## src/rtl/opshf_pkg.sv

```systemverilog
package opshf_pkg;

  typedef enum logic [1:0] {
    SH_LSL = 2'd0,
    SH_LSR = 2'd1,
    SH_ASR = 2'd2,
    SH_ROR = 2'd3
  } shift_kind_e;

  // Position of the two type bits inside the operand field; the amount
  // follows immediately above them.
  localparam int TYPE_LSB = 5;
  localparam int AMT_LSB  = TYPE_LSB + 2;

endpackage

```

## src/rtl/opshf_decode.sv

```systemverilog
module opshf_decode
  import opshf_pkg::*;
#(
  parameter int AW = 5
) (
  input  logic [AW+1:0]     fld_hi,
  output shift_kind_e       kind,
  output logic [AW-1:0]     amt,
  output logic              amt_zero
);
  // fld_hi is the field from the type bits upward: type in [1:0], amount above.
  always_comb begin
    kind     = shift_kind_e'(fld_hi[1:0]);
    amt      = fld_hi[AW+1:2];
    amt_zero = (fld_hi[AW+1:2] == '0);
  end
endmodule

```

## src/rtl/opshf_rotator.sv

```systemverilog
module opshf_rotator #(
  parameter int W  = 32,
  parameter int AW = $clog2(W)
) (
  input  logic [W-1:0]  din,
  input  logic [AW-1:0] amt,
  output logic [W-1:0]  dout
);
  logic [W-1:0] stage [AW+1];

  assign stage[0] = din;

  // Logarithmic right-rotate: stage k rotates by 2**k when amt[k] is set.
  for (genvar k = 0; k < AW; k++) begin : g_rot
    localparam int S = 1 << k;
    assign stage[k+1] = amt[k] ? {stage[k][S-1:0], stage[k][W-1:S]} : stage[k];
  end

  assign dout = stage[AW];
endmodule

```

## src/rtl/opshf_core.sv

```systemverilog
module opshf_core
  import opshf_pkg::*;
#(
  parameter int W  = 32,
  parameter int AW = $clog2(W)
) (
  input  logic [W-1:0]  x,
  input  logic          cin,
  input  shift_kind_e   kind,
  input  logic [AW-1:0] amt,
  input  logic          amt_zero,
  output logic [W-1:0]  res,
  output logic          cout
);
  localparam logic [W-1:0] ONES = '1;

  logic [AW-1:0] rot_amt;
  logic [W-1:0]  rot;
  logic [W-1:0]  keep_r;
  logic [W-1:0]  keep_l;
  logic          sign;

  // A left shift by n is a right rotate by W-n, i.e. the two's complement of n.
  always_comb begin
    if (kind == SH_LSL) rot_amt = ~amt + AW'(1);
    else                rot_amt = amt;
  end

  opshf_rotator #(.W(W), .AW(AW)) u_rot (
    .din  (x),
    .amt  (rot_amt),
    .dout (rot)
  );

  assign keep_r = ONES >> amt;
  assign keep_l = ONES << amt;
  assign sign   = x[W-1];

  always_comb begin
    res  = x;
    cout = cin;
    unique case (kind)
      SH_LSL: begin
        if (!amt_zero) begin
          res  = rot & keep_l;
          cout = rot[0];          // last bit shifted out of the top
        end
      end
      SH_LSR: begin
        if (amt_zero) begin
          res  = '0;
          cout = sign;
        end else begin
          res  = rot & keep_r;
          cout = rot[W-1];        // last bit shifted out of the bottom
        end
      end
      SH_ASR: begin
        if (amt_zero) begin
          res  = {W{sign}};
          cout = sign;
        end else begin
          res  = (rot & keep_r) | (sign ? ~keep_r : '0);
          cout = rot[W-1];
        end
      end
      SH_ROR: begin
        if (amt_zero) begin
          res  = {cin, x[W-1:1]};
          cout = x[0];
        end else begin
          res  = rot;
          cout = rot[W-1];
        end
      end
      default: begin
        res  = x;
        cout = cin;
      end
    endcase
  end
endmodule

```

## src/rtl/opshf_hold_stage.sv

```systemverilog
module opshf_hold_stage #(
  parameter int PW = 34
) (
  input  logic          clk,
  input  logic          rst_n,
  input  logic          in_valid,
  output logic          in_ready,
  input  logic [PW-1:0] in_data,
  output logic          out_valid,
  input  logic          out_ready,
  output logic [PW-1:0] out_data
);
  logic          full_q;
  logic [PW-1:0] data_q;

  assign in_ready  = !full_q || out_ready;
  assign out_valid = full_q;
  assign out_data  = data_q;

  always_ff @(posedge clk) begin
    if (!rst_n) begin
      full_q <= 1'b0;
      data_q <= '0;
    end else if (in_valid && in_ready) begin
      full_q <= 1'b1;
      data_q <= in_data;
    end else if (out_ready) begin
      full_q <= 1'b0;
    end
  end
endmodule

```

## src/rtl/opshf_unit.sv

```systemverilog
module opshf_unit
  import opshf_pkg::*;
#(
  parameter int DATA_W  = 32,
  parameter int AMT_W   = $clog2(DATA_W),
  parameter int FIELD_W = AMT_LSB + AMT_W
) (
  input  logic               clk,
  input  logic               rst_n,
  input  logic               in_valid,
  output logic               in_ready,
  input  logic [DATA_W-1:0]  in_value,
  input  logic               in_carry,
  input  logic [FIELD_W-1:0] in_field,
  input  logic               in_setflags,
  output logic               out_valid,
  input  logic               out_ready,
  output logic [DATA_W-1:0]  out_value,
  output logic               out_carry,
  output logic               out_carry_valid
);
  localparam int PW = DATA_W + 2;

  shift_kind_e         kind;
  logic [AMT_W-1:0]    amt;
  logic                amt_zero;
  logic [DATA_W-1:0]   sh_res;
  logic                sh_cout;
  logic                flag_next;
  logic [PW-1:0]       stage_in;
  logic [PW-1:0]       stage_out;
  logic                unused_low_bits;

  assign unused_low_bits = ^in_field[TYPE_LSB-1:0];

  opshf_decode #(.AW(AMT_W)) u_dec (
    .fld_hi   (in_field[FIELD_W-1:TYPE_LSB]),
    .kind     (kind),
    .amt      (amt),
    .amt_zero (amt_zero)
  );

  opshf_core #(.W(DATA_W), .AW(AMT_W)) u_core (
    .x        (in_value),
    .cin      (in_carry),
    .kind     (kind),
    .amt      (amt),
    .amt_zero (amt_zero),
    .res      (sh_res),
    .cout     (sh_cout)
  );

  // Without set-flags the carry flag keeps its incoming value.
  assign flag_next = in_setflags ? sh_cout : in_carry;
  assign stage_in  = {in_setflags, flag_next, sh_res};

  opshf_hold_stage #(.PW(PW)) u_stage (
    .clk       (clk),
    .rst_n     (rst_n),
    .in_valid  (in_valid),
    .in_ready  (in_ready),
    .in_data   (stage_in),
    .out_valid (out_valid),
    .out_ready (out_ready),
    .out_data  (stage_out)
  );

  assign out_value       = stage_out[DATA_W-1:0];
  assign out_carry       = stage_out[DATA_W];
  assign out_carry_valid = stage_out[DATA_W+1];
endmodule

```

## config.mk

```make
export PLATFORM = sky130hd
export DESIGN_NAME = opshf_unit
export DESIGN_NICKNAME = d
export VERILOG_FILES = /design/src/rtl/opshf_pkg.sv /design/src/rtl/opshf_decode.sv /design/src/rtl/opshf_rotator.sv /design/src/rtl/opshf_core.sv /design/src/rtl/opshf_hold_stage.sv /design/src/rtl/opshf_unit.sv
export SDC_FILE = /design/constraint.sdc
export NUM_CORES = 1
export LEC_CHECK = 0
export BUFFER_PORTS_ARGS = -buffer_cell sky130_fd_sc_hd__buf_2
export CORE_UTILIZATION = 50
export CTS_BUF_LIST = sky130_fd_sc_hd__clkbuf_4
export DETAILED_ROUTE_END_ITERATION = 10
export PLACE_DENSITY = 0.79
export SYNTH_ARGS = -nofsm -noshare
export SYNTH_HDL_FRONTEND = slang
export SYNTH_SLANG_ARGS = --single-unit
```

## constraint.sdc

```tcl
create_clock -name clk -period 7.65 [get_ports clk]
set_clock_uncertainty 0.1 [all_clocks]
set_input_delay 1.1475 -clock clk [delete_from_list [all_inputs] [get_ports clk]]
set_output_delay 1.1475 -clock clk [all_outputs]
set_load 0.02 [all_outputs]
```

# Word-level counts from Yosys, hierarchy flattened
# Cells that the tools add are included.
[op_classes] addsub=1 n_mul=0 div=0 n_lt_le_gt_ge=0 n_eq_ne=3 shifts=2 muxes=19 bitwise_logic=5 reduce_logical=7
[op_table] cell="$mux W32" count=10
[op_table] cell="$pmux W32 S4" count=1
[op_table] cell="$and A32 B32 Y32" count=2
[op_table] cell="$not A32 Y32" count=1
[op_table] cell="$or A32 B32 Y32" count=1
[op_table] cell="$shl A32 B5 Y32 const A" count=1
[op_table] cell="$shr A32 B5 Y32 const A" count=1
[op_table] cell="$mux W1" count=6
[op_table] cell="$add A5 B1 Y5 const B" count=1
[op_table] cell="$logic_not A5 Y1" count=1
[op_table] cell="$mux W5" count=1
[op_table] cell="$not A5 Y5" count=1
[op_table] cell="$eq A2 B2 Y1 const B" count=2
[op_table] cell="$pmux W1 S3" count=1
[op_table] cell="$eq A2 B1 Y1 const B" count=1
[op_table] cell="$logic_not A2 Y1" count=1
[op_table] cell="$reduce_bool A2 Y1" count=1
[op_table] cell="$reduce_or A2 Y1" count=1
[op_table] cell="$logic_and A1 B1 Y1" count=1
[op_table] cell="$logic_not A1 Y1" count=1
[op_table] cell="$logic_or A1 B1 Y1" count=1
[word_totals] reg_bits=35 latchBits=0 ram_bits=0 romBits=0 out_inout_bits=36 word_cells=39 mem_count=0

# Longest topological paths before layout
[depth] ltp_word=12 depth_mapped=15

# By module
# A second synthesis with hierarchy kept.
[hier_totals] hier_cells=630 hier_area_um2=5639.2
[by_module_without_submodules] mod="opshf_core" n_inst=1 cells_per_inst=351 area_each_um2=2174.6 seq_area_each_um2=0.0
[by_module_without_submodules] mod="opshf_rotator" n_inst=1 cells_per_inst=116 area_each_um2=1949.4 seq_area_each_um2=0.0
[by_module_without_submodules] mod="opshf_hold_stage" n_inst=1 cells_per_inst=153 area_each_um2=1436.4 seq_area_each_um2=700.7
[by_module_without_submodules] mod="opshf_decode" n_inst=1 cells_per_inst=9 area_each_um2=63.8 seq_area_each_um2=0.0
[by_module_without_submodules] mod="opshf_unit" n_inst=1 cells_per_inst=1 area_each_um2=15.0 seq_area_each_um2=0.0

# Worst setup path after synthesis
# No wires, ideal clock.
[synth_path] kind="input port to flip-flop" start="input in_field[7]" end="register u_stage.data_q[22], in the netlist u_stage.out_data[22]" setup_time_ns=0.114 arrival_ns=3.868 t_required_ns=7.436 slack_ns=3.568 path_stages=13 n_path_buf=3 cell_sequence="buf_2 -> buf_2 -> inv_1 -> ha_1 -> ha_1 -> mux2_2 -> buf_4 -> inv_2 -> mux2_2 -> mux4_2 -> a21oi_1 -> a211oi_1 -> a21o_1"
[synth_via] elab_chain_cells=12 elab_cells_between_ends=21
[synth_lines] item="from (decl)" line="opshf_unit.sv:14" source="input logic [FIELD_W-1:0] in_field,"
[synth_lines] item="$not A5 Y5" line="opshf_core.sv:25" source="if (kind == SH_LSL) rot_amt = ~amt + AW'(1);"
[synth_lines] item="$add A5 B1 Y5" line="opshf_core.sv:25"
[synth_lines] item="$mux W5" line="opshf_core.sv:25"
[synth_lines] item="$mux W32 (5 in a row)" line="opshf_rotator.sv:16" source="assign stage[k+1] = amt[k] ? {stage[k][S-1:0], stage[k][W-1:S]} : stage[k];"
[synth_lines] item="$and A32 B32 Y32" line="opshf_core.sv:54, opshf_core.sv:63"
[synth_lines] item="$or A32 B32 Y32" line="opshf_core.sv:63" source="res = (rot & keep_r) | (sign ? ~keep_r : '0);"
[synth_lines] item="$mux W32" line="opshf_core.sv:59" source="if (amt_zero) begin"
[synth_lines] item="$pmux W32 S4 *" line="opshf_core.sv:42" source="unique case (kind)"
[synth_lines] item="to (signal assigned)" line="opshf_hold_stage.sv:26" source="data_q <= in_data;"
[synth_lines] item="to (decl)" line="opshf_hold_stage.sv:14" source="logic [PW-1:0] data_q;"
# Every way passes the cells marked *; elsewhere a longest branch is shown, timed or not.
# A chain may end at the register's enable or synchronous reset.

# Final worst setup path
[layout_path] start="input in_field[7]" end="register u_stage.data_q[27], in the netlist u_stage.out_data[27]"
# Same word-level chain as after synthesis.

==> impl_metrics.xml <==
<?xml version="1.0" encoding="UTF-8"?>
<metrics>
  <group name="status">
    <metric name="status" unit="">completed</metric>
  </group>
  <group name="synth">
    <metric name="synth_area_leader_cell" unit="">sky130_fd_sc_hd__mux2i_1</metric>
    <metric name="synth-async-reset-ratio" unit="%">0</metric>
    <metric name="synthTopCellsByCount" unit="">110 x sky130_fd_sc_hd__mux2i_1, 86 x sky130_fd_sc_hd__nand2_1, 59 x sky130_fd_sc_hd__a21oi_1</metric>
    <metric name="yosys.cell_types.count" unit="">65</metric>
    <metric name="syn-instance-count" unit="">678</metric>
    <metric name="leading_register_cell_type_out_of_synthesis" unit="">sky130_fd_sc_hd__dfxtp_1</metric>
    <metric name="yosysSeqAreaShare" unit="%">13.7</metric>
    <metric name="synth_largest_type_area_fraction" unit="%">21.5</metric>
    <metric name="synth_seq_cells" unit="">35</metric>
    <metric name="synth_area" unit="mm2">0.00513</metric>
    <metric name="yosys-top-cells-area" unit="">sky130_fd_sc_hd__mux2i_1 21%, sky130_fd_sc_hd__dfxtp_1 14%, sky130_fd_sc_hd__mux2_2 6.4%</metric>
    <metric name="syn_area_per_cell" unit="um2">7.56</metric>
    <metric name="synthesis.yosys.warnings" unit="">0</metric>
    <metric name="post-synth-top-count-cell" unit="">sky130_fd_sc_hd__mux2i_1</metric>
    <metric name="syn_nets" unit="">738</metric>
    <metric name="synth-edff-count" unit="">0</metric>
  </group>
  <group name="die">
    <metric name="die-height" unit="um">103</metric>
    <metric name="core_area" unit="mm2">0.00986</metric>
    <metric name="num_io_pins" unit="">86</metric>
    <metric name="fp.dieW" unit="um">103</metric>
    <metric name="die-area" unit="mm2">0.0107</metric>
    <metric name="num_rows" unit="">36</metric>
    <metric name="initial_standard_cell_utilization_of_the_core" unit="%">52.0</metric>
  </group>
  <group name="critical_path">
    <metric name="cp_data_arrival_time" unit="ns">4.72</metric>
    <metric name="path_common_cell" unit="">sky130_fd_sc_hd__buf_4</metric>
    <metric name="r2r_setup_slack" unit="ns">5.21</metric>
    <metric name="crit_path_top_delay_cell" unit="">sky130_fd_sc_hd__ha_2</metric>
    <metric name="cp_slowest_stage_delay" unit="ns">0.67</metric>
    <metric name="timing.critical_path.from_type" unit="">primary input</metric>
    <metric name="critical_path_class" unit="">primary input to flip-flop</metric>
    <metric name="critPathCaptureType" unit="">flip-flop</metric>
    <metric name="crit_fanout" unit="">35</metric>
    <metric name="worstPathRequired" unit="ns">7.83</metric>
    <metric name="crit_chain" unit="">buf_2, buf_4, inv_1, ha_1, inv_1, nor3_1, ha_2, buf_4, clkinv_1, buf_4, nand2_1, nor3_1, o21ai_0, o221ai_1, o21ai_0</metric>
  </group>
  <group name="cts">
    <metric name="worstSkewPairLatency" unit="ns">0.34</metric>
    <metric name="tritoncts" unit="">yes</metric>
    <metric name="clock_transition_at_the_registers_of_the_reported_paths" unit="ns">0.12</metric>
    <metric name="ctsLongestPathBuffers" unit="">2</metric>
    <metric name="cts.sinks" unit="">35</metric>
    <metric name="post_cts_setup_buffers" unit="">0</metric>
    <metric name="post_cts_resize_count" unit="">0</metric>
    <metric name="cts.htree.levels" unit="">2</metric>
    <metric name="cts.hold.buffers_added" unit="">0</metric>
    <metric name="cts-buffers-inserted" unit="">5</metric>
    <metric name="cts.root.buffer_cell" unit="">sky130_fd_sc_hd__clkbuf_4</metric>
  </group>
  <group name="pwr">
    <metric name="power_density" unit="mW/mm2">142</metric>
    <metric name="ir_worst_vdd" unit="V">0.0000654</metric>
    <metric name="power_leakage" unit="nW">2.40</metric>
  </group>
  <group name="drt">
    <metric name="detail_route.vias_per_cell" unit="">7.10</metric>
    <metric name="ant_nets_after_route" unit="">0</metric>
    <metric name="detail_route.wl_per_cell" unit="um">25.9</metric>
    <metric name="drt_iter0_drc" unit="">627</metric>
    <metric name="first_pass_iters" unit="">6</metric>
    <metric name="route.vias.total" unit="">6025</metric>
    <metric name="remaining_drc_errors" unit="">0</metric>
    <metric name="finalWirelength" unit="mm">22.0</metric>
  </group>
  <group name="timing">
    <metric name="worst_pin_slew" unit="ns">1.22</metric>
    <metric name="min_hold_slack" unit="ns">0.361</metric>
    <metric name="fin_setup_tns" unit="ns">0</metric>
    <metric name="timing.final.setup_violations" unit="">0</metric>
    <metric name="max_freq" unit="GHz">0.220</metric>
    <metric name="unrepaired_setup_endpoints_after_global_routing" unit="">false</metric>
    <metric name="final_hold_viol_count" unit="">0</metric>
    <metric name="maxSlewHeadroom" unit="%">18.1</metric>
    <metric name="timing.final.crit_share" unit="%">59.4</metric>
    <metric name="period_minus_slack" unit="ns">4.54</metric>
    <metric name="slew_violations" unit="">0</metric>
  </group>
  <group name="cells_and_area">
    <metric name="layout.nets" unit="">775</metric>
    <metric name="layout-area-overhead-vs-synth" unit="%">8.15</metric>
    <metric name="fill_cells" unit="">944</metric>
    <metric name="post_route_cells_drive_above_1_share" unit="%">20.4</metric>
  </group>
  <group name="hold_path">
    <metric name="type_of_the_tightest_min_delay_check" unit="">flip-flop to flip-flop</metric>
  </group>
  <group name="global_routing">
    <metric name="grt_first_pass_wirelength" unit="mm">32.3</metric>
    <metric name="via_count_of_the_first_global_routing_pass" unit="">5382</metric>
    <metric name="antenna_found_initial" unit="">0</metric>
    <metric name="grt_use_total" unit="%">41.5</metric>
    <metric name="globalRouteOverflowTotal" unit="">0</metric>
    <metric name="grt_max_degree" unit="">62</metric>
  </group>
  <group name="flow_run">
    <metric name="max_cap_violations" unit="">0</metric>
  </group>
  <group name="placed_design">
    <metric name="place_congestion" unit="">1.03</metric>
    <metric name="dp_hpwl" unit="mm">16.2</metric>
    <metric name="port_buffers" unit="">80</metric>
  </group>
</metrics>
==> state kept, by name, indices dropped and copies added, names as in the netlist <==
signal,count
u_stage.out_valid,1
u_stage.out_data,34
==> worst paths after layout <==
path | startpoint | endpoint | depth (start not counted)
max | in_field[7] | u_stage.out_data[27] | 15
min | u_stage.out_data[2] | u_stage.out_data[2] | 2
max reg2reg | u_stage.out_valid | u_stage.out_data[18] | 7
min reg2reg | u_stage.out_data[2] | u_stage.out_data[2] | 2
==> cells by family after synthesis <==
kind of cell | Yosys count | synth area share [%]
compound gates | 231 | 30.4
mux | 148 | 31.4
buf+inv | 74 | 6.74
fa+ha+maj | 10 | 2.44
xor+xnor | 2 | 0.488
simple gates | 178 | 14.8
flops | 35 | 13.7
==> layout make-up <==
class / instances / area (um2) / area share (%)
Multi-Input combinational cell: 569 / 4100 / 73.9
Sequential cell: 35 / 701 / 12.6
Timing Repair Buffer: 91 / 483 / 8.71
Tap cell: 133 / 166 / 3.00
Inverter: 13 / 48.8 / 0.880
Clock buffer: 5 / 37.5 / 0.677
Clock inverter: 2 / 8.76 / 0.158
Antenna cell: 1 / 2.50 / 0.0451
==> routing by layer <==
metal  wire (um)  up-vias  GRT usage [%]
met5           0        -              0
met3        2350      106           6.92
met2        9640      436           66.2
met1        8340     2818           52.7
li1            -     2665              -
met4        1620        0           25.1
==> stage by stage <==
step	power (mW)	cell area, um2	setup slack (ns)	instances	util [%]
finish	0.789	5540	3.11	849	56.2
global route	0.822	5540	2.87	848	56.2
CTS	0.773	5540	3.21	848	56.2
detailed placement	0.670	5500	2.83	841	55.7
global placement	0.665	5500	2.89	841	55.7
floorplan	0.535	5130	3.57	678	-
==> where the power goes <==
part	internal (mW)	total [mW]	switching [mW]
Combinational	0.176	0.478	0.302
Clock	0.0327	0.103	0.0707
Sequential	0.199	0.208	0.00925
==> critical path, delay by kind of cell <==
kind / cells / cell delay (ns)
and+or+nand+nor: 3 / 0.67
buffers and inverters: 7 / 1.34
adders and majority gates: 2 / 0.86
AOI/OAI and AO/OA: 3 / 0.68
==> placed cells by master (no fill, tap or decap), types with 4 or more instances in the layout <==
master	count
sky130_fd_sc_hd__mux2i_1	110
sky130_fd_sc_hd__nand2_1	86
sky130_fd_sc_hd__buf_2	80
sky130_fd_sc_hd__a21oi_1	59
sky130_fd_sc_hd__o21ai_0	47
sky130_fd_sc_hd__nor2_1	45
sky130_fd_sc_hd__dfxtp_1	35
sky130_fd_sc_hd__mux2_2	29
sky130_fd_sc_hd__a221oi_1	16
sky130_fd_sc_hd__o211ai_1	14
sky130_fd_sc_hd__nor3_1	11
sky130_fd_sc_hd__o221ai_1	11
sky130_fd_sc_hd__o22ai_1	11
sky130_fd_sc_hd__buf_4	11
sky130_fd_sc_hd__inv_1	10
sky130_fd_sc_hd__nand3_1	10
sky130_fd_sc_hd__a32o_1	9
sky130_fd_sc_hd__a31oi_1	9
sky130_fd_sc_hd__ha_1	8
sky130_fd_sc_hd__and2_1	6
sky130_fd_sc_hd__a211oi_1	6
sky130_fd_sc_hd__o31ai_1	6
sky130_fd_sc_hd__mux4_2	5
sky130_fd_sc_hd__clkbuf_4	5
sky130_fd_sc_hd__nand2b_1	4
sky130_fd_sc_hd__o21a_1	4
sky130_fd_sc_hd__and3_1	4
sky130_fd_sc_hd__a221o_1	4
sky130_fd_sc_hd__a21boi_0	4
No activity file was read; power rests on OpenSTA's default activity.
